`src/rtl/dpw_pkg.sv`:
```
package dpw_pkg;

    typedef enum logic [2:0] {
        ST_IDLE,
        ST_TEST,
        ST_FETCH_A,
        ST_FETCH_B,
        ST_ACCUM,
        ST_TRIM,
        ST_REPORT
    } seq_state_e;

    localparam logic [1:0] ESZ_BYTE = 2'd0;
    localparam logic [1:0] ESZ_HALF = 2'd1;
    localparam logic [1:0] ESZ_WORD = 2'd2;

endpackage

```
`src/rtl/dpw_ctrl.sv`:
```
module dpw_ctrl
    import dpw_pkg::*;
(
    input  logic clk,
    input  logic rst_n,
    input  logic start,
    input  logic count_zero,
    input  logic rvalid,
    output logic busy,
    output logic done,
    output logic req,
    output logic sel_b,
    output logic take,
    output logic cap_a,
    output logic cap_b,
    output logic acc_en,
    output logic trim
);

    seq_state_e state_q, state_d;

    always_ff @(posedge clk or negedge rst_n) begin
        if (!rst_n) state_q <= ST_IDLE;
        else        state_q <= state_d;
    end

    always_comb begin
        state_d = state_q;
        unique case (state_q)
            ST_IDLE:    if (start) state_d = ST_TEST;
            ST_TEST:    state_d = count_zero ? ST_TRIM : ST_FETCH_A;
            ST_FETCH_A: if (rvalid) state_d = ST_FETCH_B;
            ST_FETCH_B: if (rvalid) state_d = ST_ACCUM;
            ST_ACCUM:   state_d = ST_TEST;
            ST_TRIM:    state_d = ST_REPORT;
            ST_REPORT:  state_d = ST_IDLE;
            default:    state_d = ST_IDLE;
        endcase
    end

    always_comb begin
        busy   = 1'b1;
        done   = 1'b0;
        req    = 1'b0;
        sel_b  = 1'b0;
        take   = 1'b0;
        cap_a  = 1'b0;
        cap_b  = 1'b0;
        acc_en = 1'b0;
        trim   = 1'b0;
        unique case (state_q)
            ST_IDLE: begin
                busy = 1'b0;
                take = start;
            end
            ST_TEST: ;
            ST_FETCH_A: begin
                req   = 1'b1;
                cap_a = rvalid;
            end
            ST_FETCH_B: begin
                req   = 1'b1;
                sel_b = 1'b1;
                cap_b = rvalid;
            end
            ST_ACCUM:  acc_en = 1'b1;
            ST_TRIM:   trim   = 1'b1;
            ST_REPORT: done   = 1'b1;
            default:   busy   = 1'b0;
        endcase
    end

endmodule

```
`src/rtl/dpw_extend.sv`:
```
module dpw_extend
    import dpw_pkg::*;
#(
    parameter int WORD_W = 32
) (
    input  logic [1:0]        esz,
    input  logic [WORD_W-1:0] raw,
    output logic [WORD_W-1:0] ext
);

    always_comb begin
        unique case (esz)
            ESZ_BYTE: ext = {{(WORD_W-8){raw[7]}}, raw[7:0]};
            ESZ_HALF: ext = {{(WORD_W-16){raw[15]}}, raw[15:0]};
            default:  ext = raw;
        endcase
    end

endmodule

```
`src/rtl/dpw_acc.sv`:
```
module dpw_acc #(
    parameter int WORD_W = 32,
    parameter int NWORDS = 3,
    parameter int KEEP_W = 16
) (
    input  logic                     clk,
    input  logic                     rst_n,
    input  logic                     load,
    input  logic [NWORDS*WORD_W-1:0] init_flat,
    input  logic                     add_en,
    input  logic [2*WORD_W-1:0]      prod,
    input  logic                     trim,
    output logic [NWORDS*WORD_W-1:0] words_flat,
    output logic                     sign_flag,
    output logic                     ovf_flag
);

    localparam int FILL_W = WORD_W - KEEP_W;
    localparam int TOP    = NWORDS - 1;

    logic [WORD_W-1:0] acc_q  [NWORDS];
    logic [WORD_W-1:0] addend [NWORDS];
    logic [WORD_W-1:0] sum    [NWORDS];
    logic [NWORDS-1:0] cy;
    logic [WORD_W-1:0] hi_trim;

    assign cy[0] = 1'b0;

    generate
        for (genvar i = 0; i < NWORDS; i++) begin : g_word
            if (i < 2) begin : g_prod
                assign addend[i] = prod[i*WORD_W +: WORD_W];
            end else begin : g_fill
                assign addend[i] = {WORD_W{prod[2*WORD_W-1]}};
            end
            if (i < TOP) begin : g_mid
                assign {cy[i+1], sum[i]} = {1'b0, acc_q[i]} + {1'b0, addend[i]}
                                         + {{WORD_W{1'b0}}, cy[i]};
            end else begin : g_top
                assign sum[i] = acc_q[i] + addend[i] + {{(WORD_W-1){1'b0}}, cy[i]};
            end
            assign words_flat[i*WORD_W +: WORD_W] = acc_q[i];
        end
    endgenerate

    assign hi_trim = {{FILL_W{acc_q[TOP][KEEP_W-1]}}, acc_q[TOP][KEEP_W-1:0]};

    always_ff @(posedge clk or negedge rst_n) begin
        if (!rst_n) begin
            for (int k = 0; k < NWORDS; k++) acc_q[k] <= '0;
        end else if (load) begin
            for (int k = 0; k < NWORDS; k++) acc_q[k] <= init_flat[k*WORD_W +: WORD_W];
        end else if (add_en) begin
            for (int k = 0; k < NWORDS; k++) acc_q[k] <= sum[k];
        end else if (trim) begin
            acc_q[TOP] <= hi_trim;
        end
    end

    always_ff @(posedge clk or negedge rst_n) begin
        if (!rst_n) begin
            sign_flag <= 1'b0;
            ovf_flag  <= 1'b0;
        end else if (trim) begin
            sign_flag <= hi_trim[WORD_W-1];
            ovf_flag  <= (hi_trim != '0) && (hi_trim != '1);
        end
    end

endmodule

```
`src/rtl/dotprod_walker.sv`:
```
module dotprod_walker
    import dpw_pkg::*;
#(
    parameter int WORD_W = 32,
    parameter int ADDR_W = 32,
    parameter int CNT_W  = 32,
    parameter int KEEP_W = 16
) (
    input  logic              clk,
    input  logic              rst_n,
    input  logic              start,
    input  logic [1:0]        elem_size,
    input  logic [ADDR_W-1:0] ptr_a_init,
    input  logic [ADDR_W-1:0] ptr_b_init,
    input  logic [CNT_W-1:0]  count_init,
    input  logic [WORD_W-1:0] acc_lo_init,
    input  logic [WORD_W-1:0] acc_mid_init,
    input  logic [WORD_W-1:0] acc_hi_init,
    output logic              mem_req,
    output logic [ADDR_W-1:0] mem_addr,
    output logic [1:0]        mem_size,
    input  logic              mem_rvalid,
    input  logic [WORD_W-1:0] mem_rdata,
    output logic              busy,
    output logic              done,
    output logic [ADDR_W-1:0] ptr_a,
    output logic [ADDR_W-1:0] ptr_b,
    output logic [CNT_W-1:0]  count,
    output logic [WORD_W-1:0] acc_lo,
    output logic [WORD_W-1:0] acc_mid,
    output logic [WORD_W-1:0] acc_hi,
    output logic              flag_sign,
    output logic              flag_ovf
);

    localparam int NWORDS = 3;
    localparam int PROD_W = 2 * WORD_W;

    logic                     sel_b, take, cap_a, cap_b, acc_en, trim;
    logic [1:0]               esz_q;
    logic [ADDR_W-1:0]        pa_q, pb_q, step;
    logic [CNT_W-1:0]         cnt_q;
    logic [WORD_W-1:0]        opa_q, opb_q, elem_ext;
    logic signed [PROD_W-1:0] prod;
    logic [NWORDS*WORD_W-1:0] words;

    dpw_ctrl u_ctrl (
        .clk        (clk),
        .rst_n      (rst_n),
        .start      (start),
        .count_zero (cnt_q == '0),
        .rvalid     (mem_rvalid),
        .busy       (busy),
        .done       (done),
        .req        (mem_req),
        .sel_b      (sel_b),
        .take       (take),
        .cap_a      (cap_a),
        .cap_b      (cap_b),
        .acc_en     (acc_en),
        .trim       (trim)
    );

    dpw_extend #(.WORD_W(WORD_W)) u_ext (
        .esz (esz_q),
        .raw (mem_rdata),
        .ext (elem_ext)
    );

    always_comb begin
        unique case (esz_q)
            ESZ_BYTE: step = ADDR_W'(1);
            ESZ_HALF: step = ADDR_W'(2);
            default:  step = ADDR_W'(4);
        endcase
    end

    always_ff @(posedge clk or negedge rst_n) begin
        if (!rst_n) begin
            esz_q <= ESZ_WORD;
            pa_q  <= '0;
            pb_q  <= '0;
            cnt_q <= '0;
            opa_q <= '0;
            opb_q <= '0;
        end else begin
            if (take) begin
                esz_q <= elem_size;
                pa_q  <= ptr_a_init;
                pb_q  <= ptr_b_init;
                cnt_q <= count_init;
            end
            if (cap_a) begin
                opa_q <= elem_ext;
                pa_q  <= pa_q + step;
            end
            if (cap_b) begin
                opb_q <= elem_ext;
                pb_q  <= pb_q + step;
            end
            if (acc_en) cnt_q <= cnt_q - CNT_W'(1);
        end
    end

    assign prod = $signed(opa_q) * $signed(opb_q);

    dpw_acc #(.WORD_W(WORD_W), .NWORDS(NWORDS), .KEEP_W(KEEP_W)) u_acc (
        .clk        (clk),
        .rst_n      (rst_n),
        .load       (take),
        .init_flat  ({acc_hi_init, acc_mid_init, acc_lo_init}),
        .add_en     (acc_en),
        .prod       (prod),
        .trim       (trim),
        .words_flat (words),
        .sign_flag  (flag_sign),
        .ovf_flag   (flag_ovf)
    );

    assign mem_addr = sel_b ? pb_q : pa_q;
    assign mem_size = esz_q;
    assign ptr_a    = pa_q;
    assign ptr_b    = pb_q;
    assign count    = cnt_q;
    assign acc_lo   = words[0*WORD_W +: WORD_W];
    assign acc_mid  = words[1*WORD_W +: WORD_W];
    assign acc_hi   = words[2*WORD_W +: WORD_W];

endmodule

```
`config.mk`:
```
export PLATFORM = sky130hd
export DESIGN_NAME = dotprod_walker
export DESIGN_NICKNAME = d
export VERILOG_FILES = /design/src/rtl/dpw_pkg.sv /design/src/rtl/dpw_ctrl.sv /design/src/rtl/dpw_extend.sv /design/src/rtl/dpw_acc.sv /design/src/rtl/dotprod_walker.sv
export SDC_FILE = /design/constraint.sdc
export NUM_CORES = 2
export LEC_CHECK = 0
export ABC_AREA = 1
export BUFFER_PORTS_ARGS = -buffer_cell sky130_fd_sc_hd__buf_2
export CAP_MARGIN = 20
export CORE_MARGIN = 2
export CORE_UTILIZATION = 65
export DETAILED_ROUTE_END_ITERATION = 7
export GPL_TIMING_DRIVEN = 0
export PLACE_DENSITY_LB_ADDON = 0.12
export SLEW_MARGIN = 20
export SYNTH_ARGS = -nofsm -noshare
export SYNTH_HDL_FRONTEND = slang
export SYNTH_SLANG_ARGS = --single-unit
```
`constraint.sdc`:
```
create_clock -name clk -period 22 [get_ports clk]
set_input_delay 2.2 -clock clk [delete_from_list [all_inputs] [get_ports clk]]
set_output_delay 2.2 -clock clk [all_outputs]
set_load 0.01 [all_outputs]
```
==> flow_results.xml <==
<?xml version="1.0" encoding="UTF-8"?>
<metrics>
  <group name="placement">
    <metric name="gp_congestion" unit="">1.14</metric>
    <metric name="portBuffers" unit="">460</metric>
    <metric name="place_area" unit="mm²">0.0607</metric>
    <metric name="placement.setup.worst_slack" unit="ns">7.91</metric>
    <metric name="dp.final_hpwl" unit="µm">197000</metric>
  </group>
  <group name="clocking">
    <metric name="cts_tree" unit="">done</metric>
    <metric name="path_clk_slew" unit="ns">0.07</metric>
    <metric name="clock_root_buffer" unit="">clkbuf_16</metric>
    <metric name="clockBufferDepth" unit="">3</metric>
    <metric name="holdBufCountCts" unit="">0</metric>
    <metric name="clk_latency" unit="ns">0.62</metric>
    <metric name="cts_resized" unit="">0</metric>
    <metric name="post-cts-setup-buffers" unit="">0</metric>
    <metric name="cts.sinks" unit="">263</metric>
    <metric name="inserted_clock_buffers" unit="">35</metric>
    <metric name="ctsHtreeMaxLevel" unit="">2</metric>
  </group>
  <group name="detailed_routing">
    <metric name="routed_via_density" unit="">6.19</metric>
    <metric name="first_iter_violations" unit="">7596</metric>
    <metric name="detail_route.wl_per_cell" unit="µm">26.5</metric>
    <metric name="dr_drc_count" unit="">176</metric>
    <metric name="drt_pass1_iterations" unit="">8</metric>
    <metric name="totalWireLength" unit="µm">243000</metric>
    <metric name="number_of_vias_after_detailed_routing" unit="">56800</metric>
    <metric name="drtAntennaViolNets" unit="">0</metric>
  </group>
  <group name="setup_path">
    <metric name="worst_path_cell_with_the_longest_stage_delay" unit="">clkbuf_1</metric>
    <metric name="critPathLaunchType" unit="">register</metric>
    <metric name="crit_path_end_kind" unit="">register</metric>
    <metric name="critPathArrivalTime" unit="ns">15.24</metric>
    <metric name="critPathRequiredTime" unit="ns">22.51</metric>
    <metric name="timing.critical_path.fanout_max" unit="">10</metric>
    <metric name="path_common_cell" unit="">fa_1</metric>
    <metric name="worst-r2r-cell-count" unit="">50</metric>
    <metric name="ff2ff_setup_slack" unit="ns">7.27</metric>
    <metric name="setup.worst_path.class" unit="">reg -&gt; reg</metric>
    <metric name="worst_r2r_startpoint" unit="">opb_q[17]</metric>
    <metric name="critical_path.max_stage_delay" unit="ns">0.87</metric>
    <metric name="r2r_endpoint" unit="">u_acc.words_flat[92]</metric>
  </group>
  <group name="logic_synthesis">
    <metric name="yosysUniqueCellTypes" unit="">66</metric>
    <metric name="synth_seq_area_share" unit="%">11.6</metric>
    <metric name="ys_seq_elements" unit="">263</metric>
    <metric name="syn_inst" unit="">7453</metric>
    <metric name="yosys_warnings" unit="">0</metric>
    <metric name="syn-cell-area" unit="mm²">0.0568</metric>
    <metric name="post_synth_edffs" unit="">0</metric>
    <metric name="postSynth.asyncResetShare" unit="%">100</metric>
    <metric name="synth.avg_cell_area" unit="µm²">7.62</metric>
    <metric name="postSynth.topFlopCell" unit="">dfrtp_1</metric>
    <metric name="postSynthNetCount" unit="">9056</metric>
  </group>
  <group name="run_status">
    <metric name="status" unit="">complete, but fails checks</metric>
    <metric name="failed_checks" unit="">DRC</metric>
  </group>
  <group name="floorplanning">
    <metric name="die_h" unit="µm">300</metric>
    <metric name="floorplan.core_area" unit="mm²">0.0868</metric>
    <metric name="initial_cell_density_of_the_core" unit="%">65.5</metric>
    <metric name="die_w" unit="µm">300</metric>
    <metric name="floorplan.rows" unit="">108</metric>
    <metric name="io-pin-count" unit="">461</metric>
    <metric name="die-area" unit="mm²">0.0898</metric>
  </group>
  <group name="sta">
    <metric name="finalCriticalPeriod" unit="ns">14.73</metric>
    <metric name="worst-slew-pin-transition" unit="ns">1.32</metric>
    <metric name="finalSetupTns" unit="ns">0</metric>
    <metric name="slew_headroom" unit="%">11.7</metric>
    <metric name="final_count_of_hold_timing_violations" unit="">0</metric>
    <metric name="rsz0062_at_grt" unit="">no</metric>
    <metric name="maxSlewViolCount" unit="">0</metric>
    <metric name="final-setup-viol-count" unit="">0</metric>
    <metric name="min_period_over_period" unit="%">66.9</metric>
    <metric name="max_clock_freq" unit="GHz">0.0679</metric>
    <metric name="worst_clock_skew" unit="ns">0.0398</metric>
    <metric name="worst_slack" unit="ns">7.27</metric>
  </group>
  <group name="grt">
    <metric name="antenna_found_initial" unit="">35</metric>
    <metric name="overall_global_routing_resource_usage" unit="%">55.1</metric>
    <metric name="gr-usage-met1" unit="%">65.4</metric>
    <metric name="global_route.peak_usage_layer" unit="">met2</metric>
    <metric name="via_count_of_the_first_global_routing_pass" unit="">57400</metric>
    <metric name="grt_max_degree" unit="">96</metric>
    <metric name="grt_util_met3" unit="%">26.2</metric>
    <metric name="gr-usage-met2" unit="%">76.6</metric>
    <metric name="grt_pass1_wl" unit="µm">357000</metric>
    <metric name="grt_overflow" unit="">0</metric>
  </group>
  <group name="finish">
    <metric name="postLayoutCoreUtil" unit="%">71.5</metric>
    <metric name="num-nets-final" unit="">9558</metric>
    <metric name="share_of_post_route_cells_with_drive_strength_above_1" unit="%">7.87</metric>
    <metric name="final_instance_area" unit="mm²">0.0620</metric>
    <metric name="fillCellCount" unit="">6907</metric>
    <metric name="areaGrowthSynthToFinish" unit="%">9.19</metric>
  </group>
  <group name="job">
    <metric name="cap_viol_max_count" unit="">0</metric>
  </group>
  <group name="hold_path">
    <metric name="min_to" unit="">u_acc.ovf_flag</metric>
    <metric name="worstHoldPathType" unit="">reg -&gt; reg</metric>
    <metric name="hold_start" unit="">u_acc.ovf_flag</metric>
    <metric name="hold-path-cell-count" unit="">2</metric>
  </group>
</metrics>
## state kept, by name (all words and copies together) (netlist names)
name / flops
ptr_a: 32
u_acc.ovf_flag: 1
u_acc.sign_flag: 1
ptr_b: 32
u_ctrl.state_q: 3
u_acc.words_flat: 96
opb_q: 32
count: 32
mem_size: 2
opa_q: 32
## area by class of cell
| class | count | area (µm²) | area share (%) |
|---|---|---|---|
| multi-input cells | 5010 | 42000 | 67.7 |
| inverters | 1866 | 7010 | 11.3 |
| flip-flops and latches | 263 | 6580 | 10.6 |
| repair buffers | 465 | 2420 | 3.90 |
| well taps | 1155 | 1450 | 2.33 |
| plain buffers | 314 | 1220 | 1.97 |
| clock buffers | 49 | 1030 | 1.66 |
| clock inverters | 14 | 226 | 0.365 |
| diodes | 35 | 87.6 | 0.141 |
## cells by family after synthesis
family / count (synthesis) / synth area share, %
buffers and inverters: 2180 / 14.5
AOI/OAI and AO/OA: 782 / 8.01
and+or+nand+nor: 2722 / 19.3
xor gates and xnor gates: 132 / 2.03
adders and majority gates: 1373 / 44.6
muxes: 1 / 0.0198
DFF: 263 / 11.6
## worst max-delay path by stage
stage	startpoint	to
detailed placement	opb_q[2]	u_acc.words_flat[92]
floorplan	opb_q[3]	u_acc.words_flat[80]
CTS	opb_q[2]	u_acc.words_flat[92]
global placement	opb_q[2]	u_acc.words_flat[92]
global route	opb_q[8]	u_acc.words_flat[82]
finish	opb_q[17]	u_acc.words_flat[92]
## per-stage QoR
| step | hold WS (ns) | std cells |
|---|---|---|
| final | 0.498 | 9171 |
| after global routing | 0.516 | 9150 |
| after CTS | 0.492 | 9134 |
| after detailed placement | 0.478 | 9071 |
| after global placement | 0.467 | 9068 |
| after floorplan | 0.519 | 7453 |
## cells in the final DEF (no fill, tap or decap), types with 41 or more instances in the layout
cell	instances
xor2_1	91
nand2_1	2027
inv_1	1851
o21ai_0	262
nor3_1	56
ha_1	284
nand4_1	43
xnor2_1	41
fa_1	1088
o211ai_1	80
a21oi_1	253
buf_2	483
nor2_1	320
clkbuf_1	269
dfrtp_1	262
nand3_1	192
## cell usage after synthesis (7+ instances only)
master,instances,area (µm²)
a21o_1,21,158
a21oi_1,253,1270
a31oi_1,31,194
buf_1,17,63.8
buf_2,23,115
clkbuf_1,272,1020
dfrtp_1,262,6560
fa_1,1089,21800
ha_1,284,3550
inv_1,1852,6950
inv_2,11,41.3
nand2_1,2028,7610
nand3_1,192,961
nand3b_1,7,52.6
nand4_1,43,269
nor2_1,320,1200
nor2_4,7,78.8
nor3_1,56,280
nor4_1,22,138
o211ai_1,80,601
o21a_1,9,67.6
o21ai_0,263,1320
o21ai_1,19,95.1
o21bai_1,21,158
o221ai_1,14,123
o22ai_1,16,100
or2_2,15,93.8
xnor2_1,41,359
xor2_1,91,797
## critical path: cells and delay by family (launching register included)
kind | cells | cell delay (ns)
adders and majority gates | 14 | 6.95
DFF | 1 | 0.32
xor gates and xnor gates | 1 | 0.28
buffers and inverters | 7 | 2.15
and+or+nand+nor | 16 | 1.92
AOI/OAI and AO/OA | 12 | 3.00
## routing by layer
| metal | vias to the layer above | wire length [µm] |
|---|---|---|
| met4 | 12 | 25800 |
| met1 | 26900 | 78400 |
| met3 | 1491 | 41500 |
| met5 | - | 115 |
| li1 | 23100 | - |
| met2 | 5237 | 97200 |
Power is left out: the tool's default activity adds up to more than one toggle a clock period on the data nets, which glitch-free logic cannot reach.
